File: src/rtl/thermal_pkg.sv
package thermal_pkg;

    localparam int CODE_W          = 8;
    localparam int DIM_W           = 12;
    localparam int THR_W           = 5;
    localparam int OFF_W           = 4;
    localparam int RATE_W          = 2;

    localparam int THR_SHIFT       = CODE_W - THR_W;
    localparam int OFF_SHIFT       = 2;
    localparam int RATE_BASE_SHIFT = 2;
    localparam int NUM_RATES       = 1 << RATE_W;
    localparam int STEP_W          = CODE_W + RATE_BASE_SHIFT + NUM_RATES - 1;
    localparam int CMP_W           = (STEP_W > DIM_W) ? STEP_W : DIM_W;

    typedef logic [CODE_W-1:0] code_t;
    typedef logic [DIM_W-1:0]  dim_t;

    localparam code_t CODE_MAX = '1;

    typedef struct packed {
        logic [THR_W-1:0]  thr;
        code_t             wake;
        logic [OFF_W-1:0]  off;
        logic [RATE_W-1:0] rate;
    } therm_cfg_t;

    typedef enum logic {
        THERM_RUN  = 1'b0,
        THERM_TRIP = 1'b1
    } therm_state_e;

    function automatic code_t trip_code_of(code_t wake, logic [OFF_W-1:0] off);
        logic [CODE_W:0] sum;
        logic [CODE_W:0] add;
        add = {{(CODE_W + 1 - OFF_W){1'b0}}, off} << OFF_SHIFT;
        sum = {1'b0, wake} + add;
        return sum[CODE_W] ? CODE_MAX : sum[CODE_W-1:0];
    endfunction

    function automatic code_t thr_to_code(logic [THR_W-1:0] thr);
        return {thr, {THR_SHIFT{1'b0}}};
    endfunction

endpackage

File: src/rtl/therm_trip_fsm.sv
module therm_trip_fsm
    import thermal_pkg::*;
(
    input  logic             clk,
    input  logic             rst,
    input  code_t            fast_code,
    input  code_t            wake_code,
    input  logic [OFF_W-1:0] trip_offset,
    output logic             trip_next,
    output logic             tripped
);

    therm_state_e state_q, state_d;
    code_t        trip_code;

    assign trip_code = trip_code_of(wake_code, trip_offset);

    always_comb begin
        state_d = state_q;
        unique case (state_q)
            THERM_RUN:  if (fast_code >= trip_code) state_d = THERM_TRIP;
            THERM_TRIP: if (fast_code <= wake_code) state_d = THERM_RUN;
            default:    state_d = THERM_RUN;
        endcase
    end

    always_ff @(posedge clk) begin
        if (rst) state_q <= THERM_RUN;
        else     state_q <= state_d;
    end

    assign trip_next = (state_d == THERM_TRIP);
    assign tripped   = (state_q == THERM_TRIP);

    // reaching the trip code from the running state raises the flag
    p_trip_set_r2: assert property (@(posedge clk) disable iff (rst)
        (!tripped && fast_code >= trip_code) |=> tripped);

    // below the trip code the flag stays low
    p_idle_hold_r2: assert property (@(posedge clk) disable iff (rst)
        (!tripped && fast_code < trip_code) |=> !tripped);

    // the trip code never wraps below the wakeup code
    p_trip_no_wrap_r2: assert property (@(posedge clk) disable iff (rst)
        trip_code >= wake_code);

    // falling to the wakeup code releases the trip
    p_trip_release_r3: assert property (@(posedge clk) disable iff (rst)
        (tripped && fast_code <= wake_code) |=> !tripped);

    // hysteresis band keeps the trip active
    p_trip_hold_r3: assert property (@(posedge clk) disable iff (rst)
        (tripped && fast_code > wake_code) |=> tripped);

endmodule

File: src/rtl/therm_derate.sv
module therm_derate
    import thermal_pkg::*;
(
    input  code_t             slow_code,
    input  dim_t              dim_req,
    input  logic [THR_W-1:0]  derate_thr,
    input  logic [RATE_W-1:0] rate_sel,
    output dim_t              dim_lim
);

    code_t             thr_code;
    code_t             excess;
    logic [STEP_W-1:0] step_opt [NUM_RATES];
    logic [STEP_W-1:0] steps;
    logic [CMP_W-1:0]  req_ext;
    logic [CMP_W-1:0]  steps_ext;
    logic [CMP_W-1:0]  diff;

    assign thr_code = thr_to_code(derate_thr);
    assign excess   = (slow_code > thr_code) ? (slow_code - thr_code) : '0;

    for (genvar g = 0; g < NUM_RATES; g++) begin : g_rate
        assign step_opt[g] = STEP_W'(excess) << (RATE_BASE_SHIFT + g);
    end

    assign steps     = step_opt[rate_sel];
    assign req_ext   = CMP_W'(dim_req);
    assign steps_ext = CMP_W'(steps);
    assign diff      = req_ext - steps_ext;

    always_comb begin
        if (steps_ext >= req_ext) dim_lim = '0;
        else                      dim_lim = diff[DIM_W-1:0];
    end

endmodule

File: src/rtl/thermal_derate_top.sv
module thermal_derate_top
    import thermal_pkg::*;
(
    input  logic        clk,
    input  logic        rst,
    input  logic [7:0]  fast_code,
    input  logic [7:0]  slow_code,
    input  logic [11:0] dim_req,
    input  logic [4:0]  derate_thr,
    input  logic [7:0]  wake_code,
    input  logic [3:0]  trip_offset,
    input  logic [1:0]  rate_sel,
    output logic [11:0] dim_out,
    output logic        shutdown
);

    therm_cfg_t cfg;
    dim_t       dim_lim;
    logic       trip_next;
    logic       tripped;
    dim_t       dim_q;
    logic       past_ok;

    assign cfg.thr  = derate_thr;
    assign cfg.wake = wake_code;
    assign cfg.off  = trip_offset;
    assign cfg.rate = rate_sel;

    therm_trip_fsm u_trip (
        .clk         (clk),
        .rst         (rst),
        .fast_code   (fast_code),
        .wake_code   (cfg.wake),
        .trip_offset (cfg.off),
        .trip_next   (trip_next),
        .tripped     (tripped)
    );

    therm_derate u_derate (
        .slow_code  (slow_code),
        .dim_req    (dim_req),
        .derate_thr (cfg.thr),
        .rate_sel   (cfg.rate),
        .dim_lim    (dim_lim)
    );

    always_ff @(posedge clk) begin
        if (rst) begin
            dim_q   <= '0;
            past_ok <= 1'b0;
        end else begin
            dim_q   <= trip_next ? '0 : dim_lim;
            past_ok <= 1'b1;
        end
    end

    assign dim_out  = dim_q;
    assign shutdown = tripped;

    // output forced off whenever the trip flag is up
    p_off_while_tripped_r4: assert property (@(posedge clk) disable iff (rst)
        shutdown |-> (dim_out == '0));

    // no reduction at or below the threshold
    p_pass_when_cool_r5: assert property (@(posedge clk) disable iff (rst)
        (past_ok && !shutdown && $past(slow_code <= thr_to_code(derate_thr)))
        |-> (dim_out == $past(dim_req)));

    // the limited level never exceeds the request
    p_not_above_req_r6: assert property (@(posedge clk) disable iff (rst)
        past_ok |-> (dim_out <= $past(dim_req)));

endmodule

File: config.mk
export PLATFORM = sky130hd
export DESIGN_NAME = thermal_derate_top
export DESIGN_NICKNAME = d
export VERILOG_FILES = /design/src/rtl/thermal_pkg.sv /design/src/rtl/therm_trip_fsm.sv /design/src/rtl/therm_derate.sv /design/src/rtl/thermal_derate_top.sv
export SDC_FILE = /design/constraint.sdc
export NUM_CORES = 1
export LEC_CHECK = 0
export ABC_AREA = 1
export BUFFER_PORTS_ARGS = -buffer_cell sky130_fd_sc_hd__buf_2
export CORE_MARGIN = 2
export CORE_UTILIZATION = 30
export CTS_CLUSTER_SIZE = 10
export DETAILED_ROUTE_END_ITERATION = 10
export MAX_ROUTING_LAYER = met4
export SETUP_SLACK_MARGIN = 0.2
export SLEW_MARGIN = 20
export SYNTH_ARGS = -nofsm -noshare
export SYNTH_HDL_FRONTEND = slang
export SYNTH_SLANG_ARGS = --single-unit
File: constraint.sdc
create_clock -name clk -period 3.2 [get_ports clk]
set_clock_uncertainty 0.1 [all_clocks]
set_input_delay 0.64 -clock clk [delete_from_list [all_inputs] [get_ports clk]]
set_output_delay 0.64 -clock clk [all_outputs]
set_load 0.02 [all_outputs]
==> impl_summary.md <==
Timing
The clock period could shrink to 2.999 ns. The final sum of negative setup slack is 0 ns. In this run the tightest slew margin relative to its limit is 81.60%. The setup slack after layout is roughly 0.20 ns. The transition time at the pin with the least slew margin is 0.2743 ns. The final-report hold violation count is 0. Setup repair after global routing could not meet its margin everywhere.

The post-route fraction of the period consumed by the critical path is around 94%. For this run, the top clock speed supported by timing is 333.5 MHz. The number of max-slew violations in the final report was 0.

The number of setup violations in the final report is 0.

Critical path
The launching element type of the critical path is an input pin. Of all nets on the critical path, the largest fanout is 5. The worst reg2reg path startpoint is u_trip.tripped. The worst setup path is captured at a register. The endpoint of the worst register-to-register path is dim_out[11]. The worst-case register-to-register setup slack is around 2.1 ns.

The critical path in this run is classified as in2reg. For the worst flop-to-flop path, the logic depth is 7. Data arrives at the worst endpoint at 3.02 ns. The endpoint required time on the critical path is between 3 and 4 ns.

Global routing
The initial antenna violation count is 0. Entering global routing, the biggest net connects 13 pins. The overall track demand over capacity in global routing is between 10 and 15%. The first-pass GRT wire length is between 7000 and 8000 microns. The number of global-route vias before repair is between 2,000 and 2,500. Summed over all layers, the global routing overflow is 0.

Logic synthesis
The synthesized cell area is just over 2000 sq um. Each instance of the synthesized netlist takes up on average ~6.4 sq um. The number of distinct library cells after synthesis is 26. By area the synthesized netlist is led by ha_1 (27%), nand2_1 (14%), dfxtp_1 (13%). After synthesis the netlist holds a flip-flop and latch count of 13.

The share of Yosys cell area claimed by the top area cell type is 26.89%. The post-synthesis sequential area ratio is between 10 and 15%. The cell count after synthesis is about 320. The cell accounting for the most synthesized area is ha_1. The synthesis warning total is 0. The synthesized netlist net count is a little over 400.

Power
Summed over all cells, the static leakage comes to roughly 1.6 nW. The logic gate share of total power is between 60% and 70%. The power density over cell area is 317.4 nW/um^2. The power dissipated by switching net loads is approximately 0.40 mW. Internal power comes to around 0.56 mW. In this run, flip-flops and latches consume between 20% and 30% of the power.

Of the total power, the share spent switching nets is 41.85%. The largest voltage drop on the vdd net is between 100 and 150 uV. The share of power burned in the clock network is roughly 14%.

Floorplan
The initial cell density of the core is ~30%. The chip height is about 87 microns. The region available for standard cell placement spans roughly 6700 sq um. The boundary pin count is 62. The horizontal extent of the die is around 87 microns. Row generation in the floorplan step produced 30 rows. The area of the die is between 7000 and 8000 sq um.

Cells and area
After routing the design area is around 3000 sq um. The synthesis-to-layout area growth is 47.13%. The post-route netlist has 39.27% of its cells at a drive strength greater than 1.

The total number of nets in the final design is ~510. 0 antenna diodes ended up in the layout.

Clocking
Clock-pin slew was measured on the worst setup and hold paths at around 0.050 ns. TritonCTS built the clock tree. The clock net in this run drives a total of 13 sinks. The count of H-tree levels built during CTS is 1. No sink is reached through more buffers than the 2 on the longest clock path. The cell sitting at the root of the clock tree is a clkbuf_8. The clock latency of the later-clocked register in the worst-skew pair is approximately 0.23 ns. The hold buffer count at CTS is 0. The number of CTS-inserted buffers is 3.

Routing
The remaining routing DRC violations is 0. The violation count after the first detailed-route iteration is 50. The overall via count from detail_route is 2,148. Dividing the detail-routed wire length by the instance count gives ~10 microns. The total wirelength of the detailed-routed design is 5097 microns. The detail-routed via count per cell is approximately 4.4. For this run, the detailed router's first-pass iteration total came to 6. The detail route stage leaves a number of antenna-violating nets equal to 0.

Min path
The number of cells on the worst hold path is 2. The end point of the worst hold path is u_trip.tripped. The min-delay analysis places its worst path in the category in2reg. The startpoint of the worst hold path is rst.

Place
The half-perimeter wire length of the detailed placement result is between 4000 and 5000 microns. Port buffering added 61 buffers. The worst setup slack before clock tree synthesis is -0.2272 ns.

Once placement finished, the instance area stood at around 2600 sq um. The weighted congestion reported at the end of routability-driven placement is approximately 0.84.

Status
The run finished with clean final reports.

Job
Across the run, the number of max-cap violations was 0.
==> worst max-delay path by stage <==
| stage | cells after the start | endpoint | slack, ns | from |
|---|---|---|---|---|
| finish | 21 | dim_out[11] | 0.20 | derate_thr[4] |
| global route | 21 | dim_out[11] | 0.03 | derate_thr[4] |
| CTS | 21 | dim_out[11] | 0.20 | slow_code[3] |
| detailed placement | 17 | dim_out[11] | -0.23 | wake_code[2] |
| global placement | 17 | dim_out[2] | -0.20 | wake_code[2] |
| floorplan | 18 | dim_out[10] | 0.21 | derate_thr[3] |
==> layout by cell type, fill, tap and decap left out, drive strengths merged <==
cell type / count
a21oi: 23
buf: 90
clkbuf: 4
clkinv: 1
dfxtp: 13
fa: 3
ha: 44
inv: 60
nand2: 78
nand3: 13
nand3b: 2
nand4: 3
nor2: 40
o21a: 4
o21ai: 18
o21bai: 2
o31ai: 1
or2: 1
xnor2: 2
xor2: 8
==> sequential cells by signal, indices dropped and copies added (netlist names) <==
name            flops
dim_out            12
u_trip.tripped      1
==> what timing repair did <==
| item | CTS | global route |
|---|---|---|
| buffers inserted | 1 | 3 |
| pin swaps | 7 | 28 |
| resized for setup | 14 | 58 |
| hold endpoints to repair | 0 | 0 |
| endpoints found under the setup margin | 12 | 13 |
| cloned | 0 | 1 |
==> cell usage after synthesis, drive strengths merged <==
cell type	instances
nand3b	2
nand2	78
nor2	40
nand3	12
ha	44
xor2	8
o31ai	1
xnor2	2
o21a	4
a21oi	23
dfxtp	13
fa	3
o21bai	2
o21ai	18
nand4	3
clkinv	1
buf	3
or2	1
inv	60
==> power groups by stage <==
stage	clock network [mW]	logic (mW)	registers [mW]
global route	0.148	0.699	0.198
CTS	0.141	0.537	0.195
detailed placement	0	0.513	0.199
finish	0.137	0.624	0.195
global placement	0	0.507	0.199
floorplan	0	0.308	0.232
==> worst max-delay path: stages <==
cell and delay [ns]:
buf_2 0.10, inv_1 0.08, ha_4 0.22, a21oi_2 0.23, nand3_4 0.11, nand2_4 0.12, inv_4 0.06, nand2_4 0.06
o21ai_2 0.06, nand2_1 0.08, o21ai_1 0.08, ha_1 0.36, a21oi_2 0.19, nor2_1 0.06, nor2_1 0.11, nand2_2 0.07
nand2_1 0.07, nand2_1 0.06, xor2_1 0.14, inv_1 0.06, nor2_1 0.04
==> layer usage <==
metal  share of wire [%]  GRT usage (%)  up-vias  wire (microns)
met2                  52          23.36       41            2650
met1                  43          14.66      915            2206
met5                   0              -        -               0
met3                 4.6          1.905        2             237
li1                    -              -     1190               -
met4               0.039          2.131        0               2
==> kinds of logic after synthesis <==
group,synth area share [%]
simple gates,27.38
compound gates,13.32
buf+inv,12.47
flops,12.71
xor+xnor,4.279
fa+ha+maj,29.83
==> final cells by class <==
type / instances / area (sq um)
Clock buffer: 4 / 45.04
Fill cell: 704 / 3670
Inverter: 61 / 234.0
Multi-Input combinational cell: 242 / 1833
Sequential cell: 13 / 260.3
Tap cell: 80 / 100.1
Timing Repair Buffer: 90 / 539.3
==> through the flow <==
| step | util, % | instances | hold slack [ns] | power (mW) |
|---|---|---|---|---|
| 6_report | 45.07 | 490 | 0.4791 | 0.9558 |
| 5_1_grt | 45.07 | 490 | 0.4742 | 1.044 |
| 4_1_cts | 41.44 | 486 | 0.4742 | 0.8731 |
| 3_5_place_dp | 39.57 | 481 | 0.5503 | 0.7113 |
| 3_3_place_gp | 39.57 | 481 | 0.5524 | 0.7057 |
| 2_1_floorplan | - | 318 | 0.5751 | 0.5401 |
No activity file was read; power rests on OpenSTA's default activity.
